<file path="src/rtl/swd_pkg.sv">
package swd_pkg;
  localparam int WORD_W = 32;

  typedef enum logic [1:0] {
    OP_XFER = 2'd0,
    OP_LRST = 2'd1,
    OP_J2S  = 2'd2,
    OP_RSV  = 2'd3
  } swd_op_e;

  typedef enum logic [3:0] {
    PH_IDLE,
    PH_REQ,
    PH_TRN1,
    PH_ACK,
    PH_RDATA,
    PH_TRN2,
    PH_WTRN,
    PH_WDATA,
    PH_LRST,
    PH_SEQ,
    PH_LRST2
  } swd_phase_e;

  localparam logic [2:0] ACK_OK    = 3'b001;
  localparam logic [2:0] ACK_WAIT  = 3'b010;
  localparam logic [2:0] ACK_FAULT = 3'b100;

  localparam logic [15:0] SWITCH_WORD = 16'hE79E;

  function automatic logic even_par(input logic [WORD_W-1:0] d);
    return ^d;
  endfunction
endpackage

</file>
<file path="src/rtl/swd_clkdiv.sv">
module swd_clkdiv #(
  parameter int DIV_W = 8
) (
  input  logic             clk_i,
  input  logic             rst_ni,
  input  logic             run_i,
  input  logic [DIV_W-1:0] div_i,
  output logic             swclk_o,
  output logic             rise_o,
  output logic             fall_o
);
  logic [DIV_W-1:0] cnt_q;
  logic             clk_q;
  logic             wrap;

  assign wrap    = run_i && (cnt_q >= div_i);
  assign rise_o  = wrap && !clk_q;
  assign fall_o  = wrap && clk_q;
  assign swclk_o = clk_q;

  always_ff @(posedge clk_i or negedge rst_ni) begin
    if (!rst_ni) begin
      cnt_q <= '0;
      clk_q <= 1'b0;
    end else if (!run_i) begin
      cnt_q <= '0;
      clk_q <= 1'b0;
    end else if (wrap) begin
      cnt_q <= '0;
      clk_q <= ~clk_q;
    end else begin
      cnt_q <= cnt_q + DIV_W'(1);
    end
  end
endmodule

</file>
<file path="src/rtl/swd_req_enc.sv">
module swd_req_enc (
  input  logic       apndp_i,
  input  logic       rnw_i,
  input  logic [1:0] addr_i,
  output logic [7:0] pkt_o
);
  logic par;

  assign par = apndp_i ^ rnw_i ^ addr_i[0] ^ addr_i[1];

  // index = slot order on the wire
  assign pkt_o = {1'b1, 1'b0, par, addr_i[1], addr_i[0], rnw_i, apndp_i, 1'b1};
endmodule

</file>
<file path="src/rtl/swd_rx.sv">
module swd_rx
  import swd_pkg::*;
(
  input  logic              clk_i,
  input  logic              rst_ni,
  input  logic              clear_i,
  input  logic              samp_ack_i,
  input  logic              samp_dat_i,
  input  logic              din_i,
  output logic [2:0]        ack_o,
  output logic [WORD_W-1:0] data_o,
  output logic              par_bad_o
);
  logic [2:0]      ack_q;
  logic [WORD_W:0] dat_q;

  always_ff @(posedge clk_i or negedge rst_ni) begin
    if (!rst_ni) begin
      ack_q <= '0;
      dat_q <= '0;
    end else if (clear_i) begin
      ack_q <= '0;
      dat_q <= '0;
    end else begin
      if (samp_ack_i) ack_q <= {din_i, ack_q[2:1]};
      if (samp_dat_i) dat_q <= {din_i, dat_q[WORD_W:1]};
    end
  end

  assign ack_o     = ack_q;
  assign data_o    = dat_q[WORD_W-1:0];
  assign par_bad_o = dat_q[WORD_W] ^ even_par(dat_q[WORD_W-1:0]);

  assert_ack_data_excl_R3: assert property (@(posedge clk_i) disable iff (!rst_ni)
    !(samp_ack_i && samp_dat_i));
endmodule

</file>
<file path="src/rtl/swd_host.sv">
module swd_host
  import swd_pkg::*;
#(
  parameter int DIV_W       = 8,
  parameter int LRST_CYCLES = 50
) (
  input  logic              clk_i,
  input  logic              rst_ni,
  input  logic [DIV_W-1:0]  clk_div_i,
  input  logic              cmd_valid_i,
  output logic              cmd_ready_o,
  input  logic [1:0]        cmd_op_i,
  input  logic              cmd_apndp_i,
  input  logic              cmd_rnw_i,
  input  logic [1:0]        cmd_addr_i,
  input  logic [WORD_W-1:0] cmd_wdata_i,
  output logic              rsp_valid_o,
  output logic [2:0]        rsp_ack_o,
  output logic [WORD_W-1:0] rsp_rdata_o,
  output logic              rsp_perr_o,
  output logic              swclk_o,
  output logic              swdio_o,
  output logic              swdio_oe_o,
  input  logic              swdio_i
);
  localparam int CNT_MAX = (LRST_CYCLES > WORD_W + 1) ? LRST_CYCLES : WORD_W + 1;
  localparam int CW      = $clog2(CNT_MAX + 1);

  swd_phase_e        phase_q, nxt_phase;
  swd_op_e           op_q;
  logic [CW-1:0]     bit_q, last_bit;
  logic [7:0]        pkt, pkt_q;
  logic [WORD_W-1:0] wdata_q, rx_data;
  logic              wpar_q, rnw_q, rd_ok_q, rsp_valid_q;
  logic              accept, rise, fall, slot_end, ack_ok, par_bad;
  logic [2:0]        rx_ack;
  logic              sdo, soe;

  assign cmd_ready_o = (phase_q == PH_IDLE);
  assign accept      = cmd_valid_i && cmd_ready_o;

  swd_clkdiv #(.DIV_W(DIV_W)) u_clkdiv (
    .clk_i   (clk_i),
    .rst_ni  (rst_ni),
    .run_i   (phase_q != PH_IDLE),
    .div_i   (clk_div_i),
    .swclk_o (swclk_o),
    .rise_o  (rise),
    .fall_o  (fall)
  );

  swd_req_enc u_enc (
    .apndp_i (cmd_apndp_i),
    .rnw_i   (cmd_rnw_i),
    .addr_i  (cmd_addr_i),
    .pkt_o   (pkt)
  );

  swd_rx u_rx (
    .clk_i      (clk_i),
    .rst_ni     (rst_ni),
    .clear_i    (accept),
    .samp_ack_i (rise && (phase_q == PH_ACK)),
    .samp_dat_i (rise && (phase_q == PH_RDATA)),
    .din_i      (swdio_i),
    .ack_o      (rx_ack),
    .data_o     (rx_data),
    .par_bad_o  (par_bad)
  );

  assign ack_ok = (rx_ack == ACK_OK);

  always_comb begin
    case (phase_q)
      PH_REQ:                 last_bit = CW'(7);
      PH_ACK:                 last_bit = CW'(2);
      PH_RDATA, PH_WDATA:     last_bit = CW'(WORD_W);
      PH_SEQ:                 last_bit = CW'(15);
      PH_LRST, PH_LRST2:      last_bit = CW'(LRST_CYCLES - 1);
      default:                last_bit = '0;
    endcase
  end

  assign slot_end = fall && (bit_q == last_bit);

  always_comb begin
    case (phase_q)
      PH_REQ:   nxt_phase = PH_TRN1;
      PH_TRN1:  nxt_phase = PH_ACK;
      PH_ACK:   nxt_phase = !ack_ok ? PH_TRN2 : (rnw_q ? PH_RDATA : PH_WTRN);
      PH_RDATA: nxt_phase = PH_TRN2;
      PH_WTRN:  nxt_phase = PH_WDATA;
      PH_LRST:  nxt_phase = (op_q == OP_J2S) ? PH_SEQ : PH_IDLE;
      PH_SEQ:   nxt_phase = PH_LRST2;
      default:  nxt_phase = PH_IDLE;
    endcase
  end

  always_ff @(posedge clk_i or negedge rst_ni) begin
    if (!rst_ni) begin
      phase_q     <= PH_IDLE;
      op_q        <= OP_XFER;
      bit_q       <= '0;
      pkt_q       <= '0;
      wdata_q     <= '0;
      wpar_q      <= 1'b0;
      rnw_q       <= 1'b0;
      rd_ok_q     <= 1'b0;
      rsp_valid_q <= 1'b0;
    end else begin
      rsp_valid_q <= slot_end && ((phase_q == PH_TRN2) || (phase_q == PH_WDATA));
      if (accept) begin
        op_q    <= swd_op_e'(cmd_op_i);
        phase_q <= (swd_op_e'(cmd_op_i) == OP_XFER) ? PH_REQ : PH_LRST;
        bit_q   <= '0;
        pkt_q   <= pkt;
        wdata_q <= cmd_wdata_i;
        wpar_q  <= even_par(cmd_wdata_i);
        rnw_q   <= cmd_rnw_i;
        rd_ok_q <= 1'b0;
      end else if (fall) begin
        if (bit_q == last_bit) begin
          bit_q   <= '0;
          phase_q <= nxt_phase;
          if (phase_q == PH_RDATA) rd_ok_q <= 1'b1;
        end else begin
          bit_q <= bit_q + CW'(1);
        end
      end
    end
  end

  // line driver, updated only in the cycle the clock falls
  always_comb begin
    sdo = 1'b0;
    soe = 1'b0;
    case (phase_q)
      PH_IDLE:  soe = 1'b1;
      PH_REQ:   begin soe = 1'b1; sdo = pkt_q[bit_q[2:0]]; end
      PH_WDATA: begin
        soe = 1'b1;
        sdo = (bit_q == CW'(WORD_W)) ? wpar_q : wdata_q[bit_q[4:0]];
      end
      PH_LRST, PH_LRST2: begin soe = 1'b1; sdo = 1'b1; end
      PH_SEQ:   begin soe = 1'b1; sdo = SWITCH_WORD[bit_q[3:0]]; end
      default:  ;
    endcase
  end

  assign swdio_o     = sdo;
  assign swdio_oe_o  = soe;
  assign rsp_valid_o = rsp_valid_q;
  assign rsp_ack_o   = rx_ack;
  assign rsp_rdata_o = rd_ok_q ? rx_data : '0;
  assign rsp_perr_o  = rd_ok_q && par_bad;

  assert_idle_clk_low_R10: assert property (@(posedge clk_i) disable iff (!rst_ni)
    cmd_ready_o |-> !swclk_o);

  assert_drive_stable_R9: assert property (@(posedge clk_i) disable iff (!rst_ni)
    (swclk_o && $past(swclk_o)) |-> ($stable(swdio_o) && $stable(swdio_oe_o)));

  assert_rsp_pulse_R11: assert property (@(posedge clk_i) disable iff (!rst_ni)
    rsp_valid_o |=> !rsp_valid_o);

  assert_perr_needs_ok_R4: assert property (@(posedge clk_i) disable iff (!rst_ni)
    (rsp_valid_o && rsp_perr_o) |-> (rsp_ack_o == ACK_OK));

  assert_data_after_ok_R6: assert property (@(posedge clk_i) disable iff (!rst_ni)
    ((phase_q == PH_RDATA) || (phase_q == PH_WDATA)) |-> (rsp_ack_o == ACK_OK));
endmodule

</file>
<file path="config.mk">
export PLATFORM = sky130hd
export DESIGN_NAME = swd_host
export DESIGN_NICKNAME = d
export VERILOG_FILES = /design/src/rtl/swd_pkg.sv /design/src/rtl/swd_clkdiv.sv /design/src/rtl/swd_req_enc.sv /design/src/rtl/swd_rx.sv /design/src/rtl/swd_host.sv
export SDC_FILE = /design/constraint.sdc
export NUM_CORES = 1
export LEC_CHECK = 0
export BUFFER_PORTS_ARGS = -buffer_cell sky130_fd_sc_hd__clkbuf_2
export CAP_MARGIN = 20
export CORE_MARGIN = 10
export CORE_UTILIZATION = 50
export CTS_BUF_LIST = sky130_fd_sc_hd__clkbuf_2
export DETAILED_ROUTE_END_ITERATION = 8
export HOLD_SLACK_MARGIN = 0.05
export PLACE_DENSITY = 0.81
export SLEW_MARGIN = 10
export SYNTH_ARGS = -nofsm -noshare
export SYNTH_HDL_FRONTEND = slang
export SYNTH_SLANG_ARGS = --single-unit
export TNS_END_PERCENT = 10
</file>
<file path="constraint.sdc">
create_clock -name clk_i -period 3.63 [get_ports clk_i]
set_input_delay 0.726 -clock clk_i [delete_from_list [all_inputs] [get_ports clk_i]]
set_output_delay 0.726 -clock clk_i [all_outputs]
set_load 0.02 [all_outputs]
</file>
# After elaboration in Yosys (flattened, before gate mapping)
# Memories as Yosys holds them, arrays and structs flattened.
# Cells that the tools add are included.
# W data, S select, Z words.
# word_totals
reg_bits,100
latch_bits,0
mem_bits_rw,0
romBits,16
input_bits,50
output_inout_bits,41
wordCells,99
memories,1
# op_classes
add_sub_neg,2
mul,0
n_div,0
order_cmp,4
n_eq_ne,15
n_shift,0
n_mux,33
n_bitwise,5
reduce_logical,26
# memory_table
name,depth,width,read_ports,rd_clocked_by_memory_dff,write_ports,line_no,text
(name not given),16,1,1,0,0,swd_host.sv:145,PH_SEQ: begin soe = 1'b1; sdo = SWITCH_WORD[bit_q[3:0]]; end
# ops
op,n
$mux W33,2
$reduce_xor A32 Y1,2
$mux W32,1
$pmux W6 S5,1
$pmux W4 S7,1
$mux W4,5
$mux W6,3
$eq A4 B3 Y1 const B,4
$mux W8,2
$eq A4 B4 Y1 const B,3
$mux W1,11
$reduce_bool A2 Y1,5
$logic_and A1 B1 Y1,9
$add A8 B1 Y8 const B,1
$eq A4 B2 Y1 const B,2
$ge A8 B8 Y1,1
$add A6 B1 Y6 const B,1
$eq A6 B6 Y1,1
$eq A6 B6 Y1 const B,1
$lt A5 B6 Y1 const B,1
$mux W3,2
$reduce_or A6 Y1,1
$bmux W1 S5,1
$lt A4 B5 Y1 const B,1
other kinds (18),23

# Depth between registers and ports, before layout
# Gate-level depths: netlist of run 1.
# logic_depth
depth_word,7
depth_mapped,10
ltp_nobuf,8

# Cells and area by module
# A second synthesis of run 1 with hierarchy kept.
# unflattened
hier_cells,648
area_unflattened_um2,6150.9
# modules_own_cells
module,instances,cells_per_inst,area_per_inst_um2,seq_area_each_um2
swd_host,1,387,3410.8,1401.3
swd_rx,1,179,1963.1,900.9
swd_clkdiv,1,69,683.2,225.2
swd_req_enc,1,13,93.8,0.0

# Worst setup path before layout of run 1
# No wires, ideal clock.
# synth_path
path_type,reg-to-output
from,reg bit_q[1]
to,out swdio_o
arrival_time_ns,1.995
setup_slack_ns,0.909
path_stages_with_launch,9
n_path_buf,2
path_cell_list,dfrtp_1 > clkbuf_1 > clkbuf_1 > inv_1 > ha_1 > nor2b_1 > o311ai_0 > a31oi_1 > or2_1
# synth_via
elab_chain_cells,4
word_cells_on_any_way,9
cone_classes,eq/ne: 1; mux: 7; memory: 1
# synth_lines
item,line_no,text
from (decl),swd_host.sv:31,"logic [CW-1:0] bit_q, last_bit;"
from (signal assigned),swd_host.sv:127,bit_q <= bit_q + CW'(1);
$bmux W1 S5,swd_host.sv:142,sdo = (bit_q == CW'(WORD_W)) ? wpar_q : wdata_q[bit_q[4:0]];
$mux W1 (not written as such),swd_host.sv:142,
$mux W1,swd_host.sv:142,
$pmux W1 S4 (*),swd_host.sv:137,case (phase_q)
to (decl),swd_host.sv:22,"output logic swdio_o,"
# Mark *: on every way between the ends. The rest lies on a longest branch, timed or not. The select of a mux whose other input is x is not followed.

# Worst setup path after layout of run 1
# layout_path
from,reg bit_q[0]
to,out swdio_o
# Same word-level chain as after synthesis.

==> impl_metrics.py, run 1 <==
metrics = {
    "timing": {
        "skew_ps": 61.63,
        "maxSlewViolCount": 0,
        "fin_crit_sh_pct": 94.32,
        "rsz0062_at_grt": "false",
        "fin_setup_tns_ps": 0,
        "finalHoldViolCount": 0,
        "max_freq_mhz": 292.1,
        "relSlewSlack_pct": 42.58,
        "tightest_slew_ps": 861.2,
        "whs_ps": 109.4,
        "finalWorstPathRequiredPeriod_ps": 3424,
        "setup_viol": 0,
    },
    "synth": {
        "synth_largest_area_cell": "dfrtp_1",
        "synth-async-reset-ratio_pct": 100.0,
        "syn-num-nets": 736,
        "synth_area_per_cell_um2": 8.864,
        "dominantRegCellSynth": "dfrtp_1",
        "synth_cell_types": 49,
        "yosysMostFrequentCell": "nand2_1",
        "synth_common_cells": "135 x nand2_1, 98 x dfrtp_1, 60 x xnor2_1",
        "synth_top_area_share_pct": 40.99,
        "yosysSeqAreaShare_pct": 40.99,
        "ys.warnings.count": 0,
        "ys_seq_elements": 98,
        "syn-cell-area_um2": 5983,
        "synthCells": 675,
        "synth_edf_count": 0,
        "yosys-top-cells-area": "dfrtp_1 41%, xnor2_1 8.8%, nand2_1 8.5%, o31ai_1 4.6%, nand4_1 4.1%",
    },
    "cts": {
        "cts.path.max_buffers": 2,
        "cts_buffers": 9,
        "clk_transition_reported_paths_ps": 320,
        "tritoncts": "done",
        "cts_root_buf": "clkbuf_2",
        "cts-htree-levels": 3,
        "clk_latency_ps": 610,
        "postCtsHoldBufs": 0,
        "post_cts_buffers": 0,
        "clock-sinks": 98,
    },
    "pwr": {
        "switchingPower_mw": 1.580,
        "p_leak_nw": 3.087,
        "p_sw_share_pct": 43.94,
        "p_int_mw": 2.015,
        "power_frac_seq_pct": 46.8,
        "irDropWorstVdd_uv": 390.3,
        "combPwrFrac_pct": 37.8,
        "power_density_nw_per_um2": 543.4,
        "pwr-share-clk_pct": 15.4,
    },
    "floorplanning": {
        "die_area_um2": 16740,
        "io_pins": 91,
        "core-area_um2": 11560,
        "rows": 39,
        "die_height_um": 129.4,
        "start_util_pct": 51.74,
        "die_w_um": 129.4,
    },
    "worst_setup_path": {
        "crit_path_max_incr_delay_ps": 680,
        "crit_family": "flip-flops",
        "critical_path_class": "register to output pin",
        "crit_chain": "mux4_2 > a22oi_1 > nand3_1 > nand2_1 > a31oi_1 > or2_1 > clkbuf_2",
        "worst-path-max-fanout": 21,
        "end_kind": "output pin",
        "critPathRequiredTime_ps": 2900,
        "worst-path-buf-inv": 1,
        "cp-start-kind": "register",
        "cp_slowest_cell": "dfrtp_4",
        "crit_arrival_ps": 2700,
        "ff2ff_setup_slack_ps": 1060,
    },
    "outcome": {
        "outcome": "complete, no violations",
    },
    "global_route": {
        "grt_use_total_pct": 17.76,
        "grt_pass1_vias": 5141,
        "overflow": 0,
        "grt_max_degree": 59,
        "antenna_found_initial": 0,
        "grt_pass1_wl_um": 24810,
    },
    "routing": {
        "firstDrtPassIters": 5,
        "routedWlPerCell_um": 16.83,
        "wl_um": 14810,
        "postRouteAntennaNets": 0,
        "dr_total_vias": 5257,
        "drc": 0,
        "drt-initial-drc-count": 702,
        "avgViaCountPerCell": 5.974,
    },
    "finish": {
        "antenna_cells": 0,
        "layout-drive-gt1-share_pct": 19.13,
        "nets": 793,
        "syn_to_final_growth_pct": 10.56,
    },
    "placed_design": {
        "routabilityCongestion": 0.8526,
        "io_buffers": 90,
        "place_hpwl_um": 10360,
    },
    "min_path": {
        "hold_path_class": "input pin to async pin",
    },
    "flow_run": {
        "max-cap-violations": 0,
    },
}
## state kept, by name, indices dropped and copies added, names as in the netlist, 2 cells and up
name            count
bit_q               6
op_q                2
phase_q             4
pkt_q               6
u_clkdiv.cnt_q      8
u_rx.ack_o          3
u_rx.dat_q         33
wdata_q            32
## final cells by class
type                       count  area (µm²)
sequential                    98        2457
fill                         994        4950
inverter                      16       60.06
clock inverter                 7       76.32
tap                          143       178.9
timing repair buffer         100       540.5
multi-input combinational    507        3257
clock buffer                   9       45.04
## placed cells by master, fill, tap and decap left out, types with 3 or more instances in the layout
| cell | Yosys | routed |
|---|---|---|
| a21oi_1 | 48 | 47 |
| a22oi_1 | 4 | 4 |
| a31oi_1 | 5 | 5 |
| and2_1 | 34 | 33 |
| and3_1 | 9 | 9 |
| buf_4 | 2 | 10 |
| clkbuf_2 | 0 | 98 |
| dfrtp_1 | 98 | 96 |
| ha_1 | 11 | 11 |
| inv_1 | 12 | 12 |
| inv_2 | 4 | 4 |
| mux2i_1 | 4 | 4 |
| mux4_2 | 8 | 8 |
| nand2_1 | 135 | 135 |
| nand2b_1 | 4 | 4 |
| nand3_1 | 14 | 14 |
| nand4_1 | 39 | 39 |
| nor2_1 | 18 | 18 |
| nor2b_1 | 6 | 6 |
| nor3_1 | 3 | 3 |
| nor3_2 | 3 | 3 |
| nor3b_1 | 4 | 4 |
| nor4_1 | 5 | 5 |
| o21ai_0 | 9 | 9 |
| o21ai_1 | 4 | 4 |
| o22ai_1 | 3 | 3 |
| o31ai_1 | 37 | 37 |
| or3_1 | 3 | 3 |
| xnor2_1 | 60 | 60 |
| xor2_1 | 12 | 12 |
## routing by layer
metal / GRT usage, % / vias up / share of wire, %
li1: - / 2461 / -
met1: 22.41 / 2538 / 43
met2: 29.59 / 229 / 49
met3: 4.078 / 29 / 6.8
met4: 5.686 / 0 / 1.9
met5: 0 / - / 0
## metrics by stage
| stage | instance area [µm²] | setup slack, ps | std cells | power, mW | utilization (%) |
|---|---|---|---|---|---|
| 6_report | 6615 | 206.0 | 880 | 3.595 | 57.20 |
| 4_1_cts | 6611 | 112.4 | 880 | 3.580 | 57.17 |
| 3_3_place_gp | 6489 | 559.7 | 864 | 2.947 | 56.11 |
| 2_1_floorplan | 5983 | 908.8 | 675 | 2.660 | - |
| 5_1_grt | 6615 | 8.885 | 880 | 3.834 | 57.20 |
| 3_5_place_dp | 6489 | 517.5 | 864 | 3.030 | 56.11 |
## what timing repair did
action | 4_1_cts | 5_1_grt
resized for setup | 1 | 2
cloned | 0 | 0
endpoints found under the setup margin | 1 | 1
## power groups by stage
stage | Sequential, mW | Combinational, mW | Clock, mW
global route | 1.72 | 1.50 | 0.612
CTS | 1.67 | 1.35 | 0.563
detailed placement | 1.69 | 1.34 | 0
floorplan | 1.49 | 1.17 | 0
finish | 1.68 | 1.36 | 0.554
global placement | 1.66 | 1.28 | 0
## worst register-to-register path: cells and delay by family (launching register included)
kind | cells | cell delay (ps)
simple gates | 5 | 1550
compound gates | 1 | 140
flops | 1 | 750
## worst paths after layout
check	from	to	cells past startpoint
max in group asynchronous	rst_ni	pkt_q[0]	2
min reg2reg	wdata_q[0]	wdata_q[0]	2
min in group clk_i	cmd_wdata_i[23]	wdata_q[23]	3
min	rst_ni	u_rx.dat_q[22]	1
max reg2reg	phase_q[0]	bit_q[4]	6
max	bit_q[0]	swdio_o	7
## cells by family after synthesis
| family | synth area share, % |
|---|---|
| buffers and inverters | 4.663 |
| adder cells (fa/ha/maj) | 2.300 |
| AND/OR/NAND/NOR | 24.59 |
| XOR/XNOR | 10.92 |
| multiplexers | 3.680 |
| AO/OA/AOI/OAI | 12.86 |
| flip-flops | 40.99 |
Note: power is estimated with default switching activity, not from simulation.
==> inputs of run 2 (changes only) <==
- GPL_TIMING_DRIVEN: default -> 0
- clock period: 3.63 -> 4.3 ns (I/O delays scaled with it)
==> run 2 against run 1 <==
Compared with the run above:
- via count rose by 1.8%
- register-to-register slack improved by 570 ps
- clock skew fell by 30 ps
==> impl_metrics.py, run 2 (synthesis gave the netlist of run 1 again) <==
metrics = {
    "floorplanning": {
        "die_height_um": 129.4,
        "die_w_um": 129.4,
        "die_area_um2": 16740,
        "start_util_pct": 51.74,
        "rows": 39,
        "core-area_um2": 11560,
        "io_pins": 91,
    },
    "placed_design": {
        "routabilityCongestion": 0.8846,
        "pre_cts_ws_ps": 926.9,
        "io_buffers": 90,
        "place_hpwl_um": 10970,
    },
    "cts": {
        "tritoncts": "done",
        "cts_root_buf": "clkbuf_2",
        "clk_transition_reported_paths_ps": 260,
        "clk_latency_ps": 580,
        "cts_buffers": 9,
        "postCtsHoldBufs": 0,
        "cts.path.max_buffers": 2,
        "cts-htree-levels": 3,
        "clock-sinks": 98,
        "post_cts_buffers": 0,
        "ctsResizeCount": 0,
    },
    "worst_setup_path": {
        "crit_path_start": "bit_q[1]",
        "cpMostUsedCell": "clkbuf_1",
        "worst-path-buf-inv": 4,
        "end_kind": "output pin",
        "cp_slowest_cell": "clkbuf_1",
        "worst-path-max-fanout": 10,
        "crit_path_max_incr_delay_ps": 490,
        "cp-start-kind": "register",
        "crit_chain": "clkbuf_1 > clkbuf_1 > inv_1 > ha_1 > nor2b_1 > o311ai_0 > a31oi_1 > or2_1 > clkbuf_2",
        "crit_arrival_ps": 3180,
        "regToRegStartpoint": "u_clkdiv.cnt_q[0]",
        "critPathRequiredTime_ps": 3440,
        "crit_family": "buffers and inverters",
        "critical_path_class": "register to output pin",
    },
    "pwr": {
        "irDropWorstVdd_uv": 264.4,
        "power_density_nw_per_um2": 452.2,
        "p_leak_nw": 3.120,
    },
    "timing": {
        "maxSlewViolCount": 0,
        "fin_crit_sh_pct": 94.00,
        "tightest_slew_ps": 787.3,
        "rsz0062_at_grt": "false",
        "fin_setup_tns_ps": 0,
        "max_freq_mhz": 247.4,
        "relSlewSlack_pct": 47.03,
        "skew_ps": 32.00,
        "finalWorstSetupSlack_ps": 258.2,
        "finalHoldViolCount": 0,
        "finalWorstPathRequiredPeriod_ps": 4042,
        "setup_viol": 0,
    },
    "finish": {
        "regMostFlops": "u_rx.dat_q",
        "fillers": 1035,
        "final_cell_mix": "135 x nand2_1, 99 x clkbuf_2, 98 x dfrtp_1",
        "final_common_cell": "nand2_1",
        "nets": 837,
        "layout-drive-gt1-share_pct": 16.94,
        "largest_reg_flops": 33,
        "largestRegisters": "u_rx.dat_q x33, wdata_q x32, u_clkdiv.cnt_q x8",
        "antenna_cells": 0,
        "syn_to_final_growth_pct": 12.25,
    },
    "routing": {
        "postRouteAntennaNets": 0,
        "wl_um": 14830,
        "dr_total_vias": 5354,
        "firstDrtPassIters": 5,
        "drt-initial-drc-count": 717,
        "drc": 0,
        "routedWlPerCell_um": 16.09,
        "avgViaCountPerCell": 5.807,
    },
    "min_path": {
        "hold_path_class": "input pin to async pin",
    },
    "global_route": {
        "grt_use_total_pct": 17.84,
        "antenna_found_initial": 0,
        "grt_max_degree": 99,
        "grt_pass1_wl_um": 24790,
        "overflow": 0,
        "grt_pass1_vias": 5105,
    },
    "outcome": {
        "outcome": "complete, no violations",
    },
    "flow_run": {
        "max-cap-violations": 0,
    },
}
## run 2: cell types whose count changed in the layout (fill, tap and decap cells not counted), moves of 2 or more
cell and delta:
buf_2 +7, clkbuf_1 +45, dfrtp_1 +2, buf_4 -8, clkinv_1 +2, inv_6 -2
## run 2: worst reg2reg max path, stage by stage (launching register included)
cell and delay [ps]:
dfrtp_1 480, inv_1 70, ha_1 260, nand2b_1 140
a21oi_1 150, o21ai_1 160, a21oi_1 350, clkbuf_1 410
buf_2 310, o31ai_1 120, a21oi_1 170
## run 2: cell type report
class | count | area (µm²) | share of cell area, %
Buffer | 54 | 219.0 | 3.260
Inverter | 16 | 60.06 | 0.8942
Clock inverter | 4 | 45.04 | 0.6706
Tap cell | 143 | 178.9 | 2.664
Timing Repair Buffer | 90 | 459.2 | 6.837
Multi-Input combinational cell | 507 | 3252 | 48.42
Sequential cell | 98 | 2452 | 36.51
Clock buffer | 10 | 50.05 | 0.7452
## run 2: report_power, final
part / internal [mW] / leakage [nW] / switching [mW]
clock network: 0.126 / 0.0590 / 0.295
logic: 0.477 / 1.73 / 0.858
registers: 1.12 / 1.34 / 0.157
total: 1.73 / 3.12 / 1.31
## run 2: through the flow
stage | std cells | hold WS [ps] | utilization [%] | total power [mW] | cell area [µm²]
3_3_place_gp | 908 | 454.8 | 57.18 | 2.582 | 6613
3_5_place_dp | 908 | 459.4 | 57.25 | 2.615 | 6621
4_1_cts | 922 | 320.3 | 58.08 | 3.037 | 6716
2_1_floorplan | 675 | 437.6 | - | 2.245 | 5983
5_1_grt | 922 | 321.5 | 58.08 | 3.265 | 6716
6_report | 922 | 283.1 | 58.08 | 3.037 | 6716
## run 2: metal layers
metal  routed length, µm  vias to the layer above  track usage [%]
met4                 208                        0            4.749
li1                    -                     2545                -
met2                6940                      256            28.62
met5                   0                        -                0
met3                1276                       30            4.201
met1                6409                     2523            23.72
## run 2: worst paths after layout
check / slack [ps] / endpoint / cells past startpoint
max: 260 / swdio_o / 9
min: 280 / u_rx.dat_q[31] / 1
max reg2reg: 1630 / u_rx.dat_q[19] / 10
min reg2reg: 500 / wdata_q[10] / 2
max in group asynchronous: 3410 / u_rx.dat_q[10] / 1
min in group clk_i: 470 / wdata_q[26] / 3
==> inputs of run 3 (changes only) <==
--- a/config.mk
+++ b/config.mk
@@ -10,3 +10,3 @@
 export CORE_MARGIN = 10
-export CORE_UTILIZATION = 50
+export CORE_UTILIZATION = 30
 export CTS_BUF_LIST = sky130_fd_sc_hd__clkbuf_2
@@ -15,3 +15,3 @@
 export HOLD_SLACK_MARGIN = 0.05
-export PLACE_DENSITY = 0.81
+export PLACE_DENSITY = 0.57
 export SLEW_MARGIN = 10
==> constraint.sdc (replaced) <==
create_clock -name clk_i -period 4.3 [get_ports clk_i]
set_input_delay 0.215 -clock clk_i [delete_from_list [all_inputs] [get_ports clk_i]]
set_output_delay 0.215 -clock clk_i [all_outputs]
set_load 0.02 [all_outputs]
==> run 3 against run 2 <==
Compared with the run above:
- core utilization shrank 21 points
- clock skew shrank 5.5 ps
- count of clock-buffer cells in the layout grew 1
- hold slack lost 170 ps
- critical path depth is the same
- highest routed layer unchanged
- final cell count grew 18%
- routed wire length grew 14%
- combinational power grew 3%
==> impl_metrics.py, run 3 (synthesis gave the netlist of run 1 again) <==
metrics = {
    "outcome": {
        "outcome": "complete, no violations",
    },
    "cts": {
        "cts.path.max_buffers": 2,
        "cts_buffers": 9,
        "clock-sinks": 98,
        "cts_root_buf": "clkbuf_2",
        "clk_transition_reported_paths_ps": 250,
        "tritoncts": "done",
        "cts-htree-levels": 3,
        "post_cts_buffers": 0,
        "clk_latency_ps": 620,
    },
    "finish": {
        "syn_to_final_growth_pct": 22.46,
        "final_common_cell": "nand2_1",
        "largest_reg_flops": 33,
        "nets": 878,
        "final_util_pct": 37.52,
        "final_cell_mix": "135 x nand2_1, 100 x clkbuf_2, 98 x dfrtp_1",
        "largestRegisters": "u_rx.dat_q x33, wdata_q x32, u_clkdiv.cnt_q x8",
        "layout-drive-gt1-share_pct": 16.32,
        "regMostFlops": "u_rx.dat_q",
    },
    "timing": {
        "finalHoldViolCount": 0,
        "skew_ps": 26.46,
        "rsz0062_at_grt": "false",
        "tightest_slew_ps": 954.6,
        "max_freq_mhz": 282.1,
        "setup_viol": 0,
        "finalWorstPathRequiredPeriod_ps": 3545,
        "relSlewSlack_pct": 35.77,
        "fin_crit_sh_pct": 82.44,
        "fin_setup_tns_ps": 0,
        "whs_ps": 116.2,
        "maxSlewViolCount": 0,
        "finalWorstSetupSlack_ps": 755.3,
    },
    "worst_setup_path": {
        "worst-path-buf-inv": 4,
        "r2r-end": "u_rx.ack_o[2]",
        "critical_path_class": "register to output pin",
        "crit_family": "buffers and inverters",
        "crit_path_end": "swdio_o",
        "crit_path_start": "bit_q[1]",
        "worst-path-max-fanout": 10,
        "crit_path_max_incr_delay_ps": 530,
        "path_depth": 9,
        "regToRegStartpoint": "u_clkdiv.cnt_q[0]",
        "crit_chain": "clkbuf_1 > clkbuf_1 > inv_1 > ha_1 > nor2b_1 > o311ai_0 > a31oi_1 > or2_1 > clkbuf_2",
        "crit_arrival_ps": 3330,
        "ff2ff_setup_slack_ps": 1620,
        "rr_worst_depth": 10,
        "cp-start-kind": "register",
        "cpMostUsedCell": "clkbuf_1",
        "critPathRequiredTime_ps": 4090,
        "end_kind": "output pin",
        "cp_slowest_cell": "clkbuf_1",
    },
    "pwr": {
        "irDropWorstVdd_uv": 185.7,
        "p_total_mw": 3.163,
        "power_density_nw_per_um2": 431.6,
        "p_leak_nw": 3.318,
    },
    "routing": {
        "dr_total_vias": 5345,
        "firstDrtPassIters": 5,
        "avgViaCountPerCell": 4.917,
        "drc": 0,
        "routedWlPerCell_um": 15.49,
        "postRouteAntennaNets": 0,
        "drt-initial-drc-count": 252,
        "wl_um": 16840,
    },
    "floorplanning": {
        "die_w_um": 161.2,
        "die_area_um2": 25990,
        "start_util_pct": 30.64,
        "die_height_um": 161.2,
        "io_pins": 91,
        "core-area_um2": 19530,
        "rows": 51,
    },
    "min_path": {
        "hold_path_class": "input pin to register",
    },
    "flow_run": {
        "max-cap-violations": 0,
    },
    "placed_design": {
        "io_buffers": 90,
        "pre_cts_ws_ps": 1384,
        "routabilityCongestion": 0.8486,
        "place_hpwl_um": 12170,
    },
    "global_route": {
        "overflow": 0,
        "grt_pass1_wl_um": 27930,
        "grt_use_total_pct": 12.97,
        "grt_pass1_vias": 5404,
        "grt_max_degree": 99,
        "antenna_found_initial": 1,
    },
}
==> run 3: worst min-delay path by stage <==
stage,startpoint,to,cells after the start
finish,cmd_valid_i,pkt_q[0],3
global route,cmd_valid_i,pkt_q[0],3
CTS,cmd_valid_i,pkt_q[0],3
detailed placement,rst_ni,u_rx.dat_q[20],2
global placement,cmd_wdata_i[7],wdata_q[7],3
floorplan,rst_ni,bit_q[0],0
==> run 3: cell type report <==
cell class | count | area (µm²)
antenna | 1 | 2.502
buffer | 54 | 219.0
clock buffer | 11 | 55.05
clock inverter | 4 | 67.56
fill | 2042 | 12200
inverter | 16 | 60.06
multi-input combinational | 507 | 3252
sequential | 98 | 2452
tap | 265 | 331.6
timing repair buffer | 131 | 887.1
==> run 3: tightest hold or removal path, cell delays in order <==
cell      delay [ps]
clkbuf_2         110
nand2_1          290
nand2b_1          90
==> run 3: layer usage <==
metal  share of wire [%]  wire length [µm]  up-vias  GRT usage [%]
li1                    -                 -     2641              -
met1                  46              7767     2518          16.98
met2                  45              7654      164          20.32
met3                 7.1              1198       22          4.194
met4                 1.3               222        0          3.019
met5                   0                 0        -              0
==> run 3: what timing repair did <==
action	in CTS	in global routing
hold endpoints to repair	141	0
setup endpoints to repair	0	0
resized for setup	0	0
hold buffers	40	0
==> run 3: stage by stage <==
step / std cells / instance area, µm²
6_report: 1087 / 7327
4_1_cts: 1086 / 7325
3_3_place_gp: 1030 / 6765
2_1_floorplan: 675 / 5983
3_5_place_dp: 1031 / 6802
5_1_grt: 1087 / 7327
==> run 3: where the power goes <==
part / total (mW) / switching [mW] / internal [mW] / leakage (nW)
registers: 1.28 / 0.154 / 1.12 / 1.34
logic: 1.38 / 0.880 / 0.504 / 1.91
clock network: 0.500 / 0.309 / 0.190 / 0.0771
total: 3.16 / 1.34 / 1.82 / 3.32
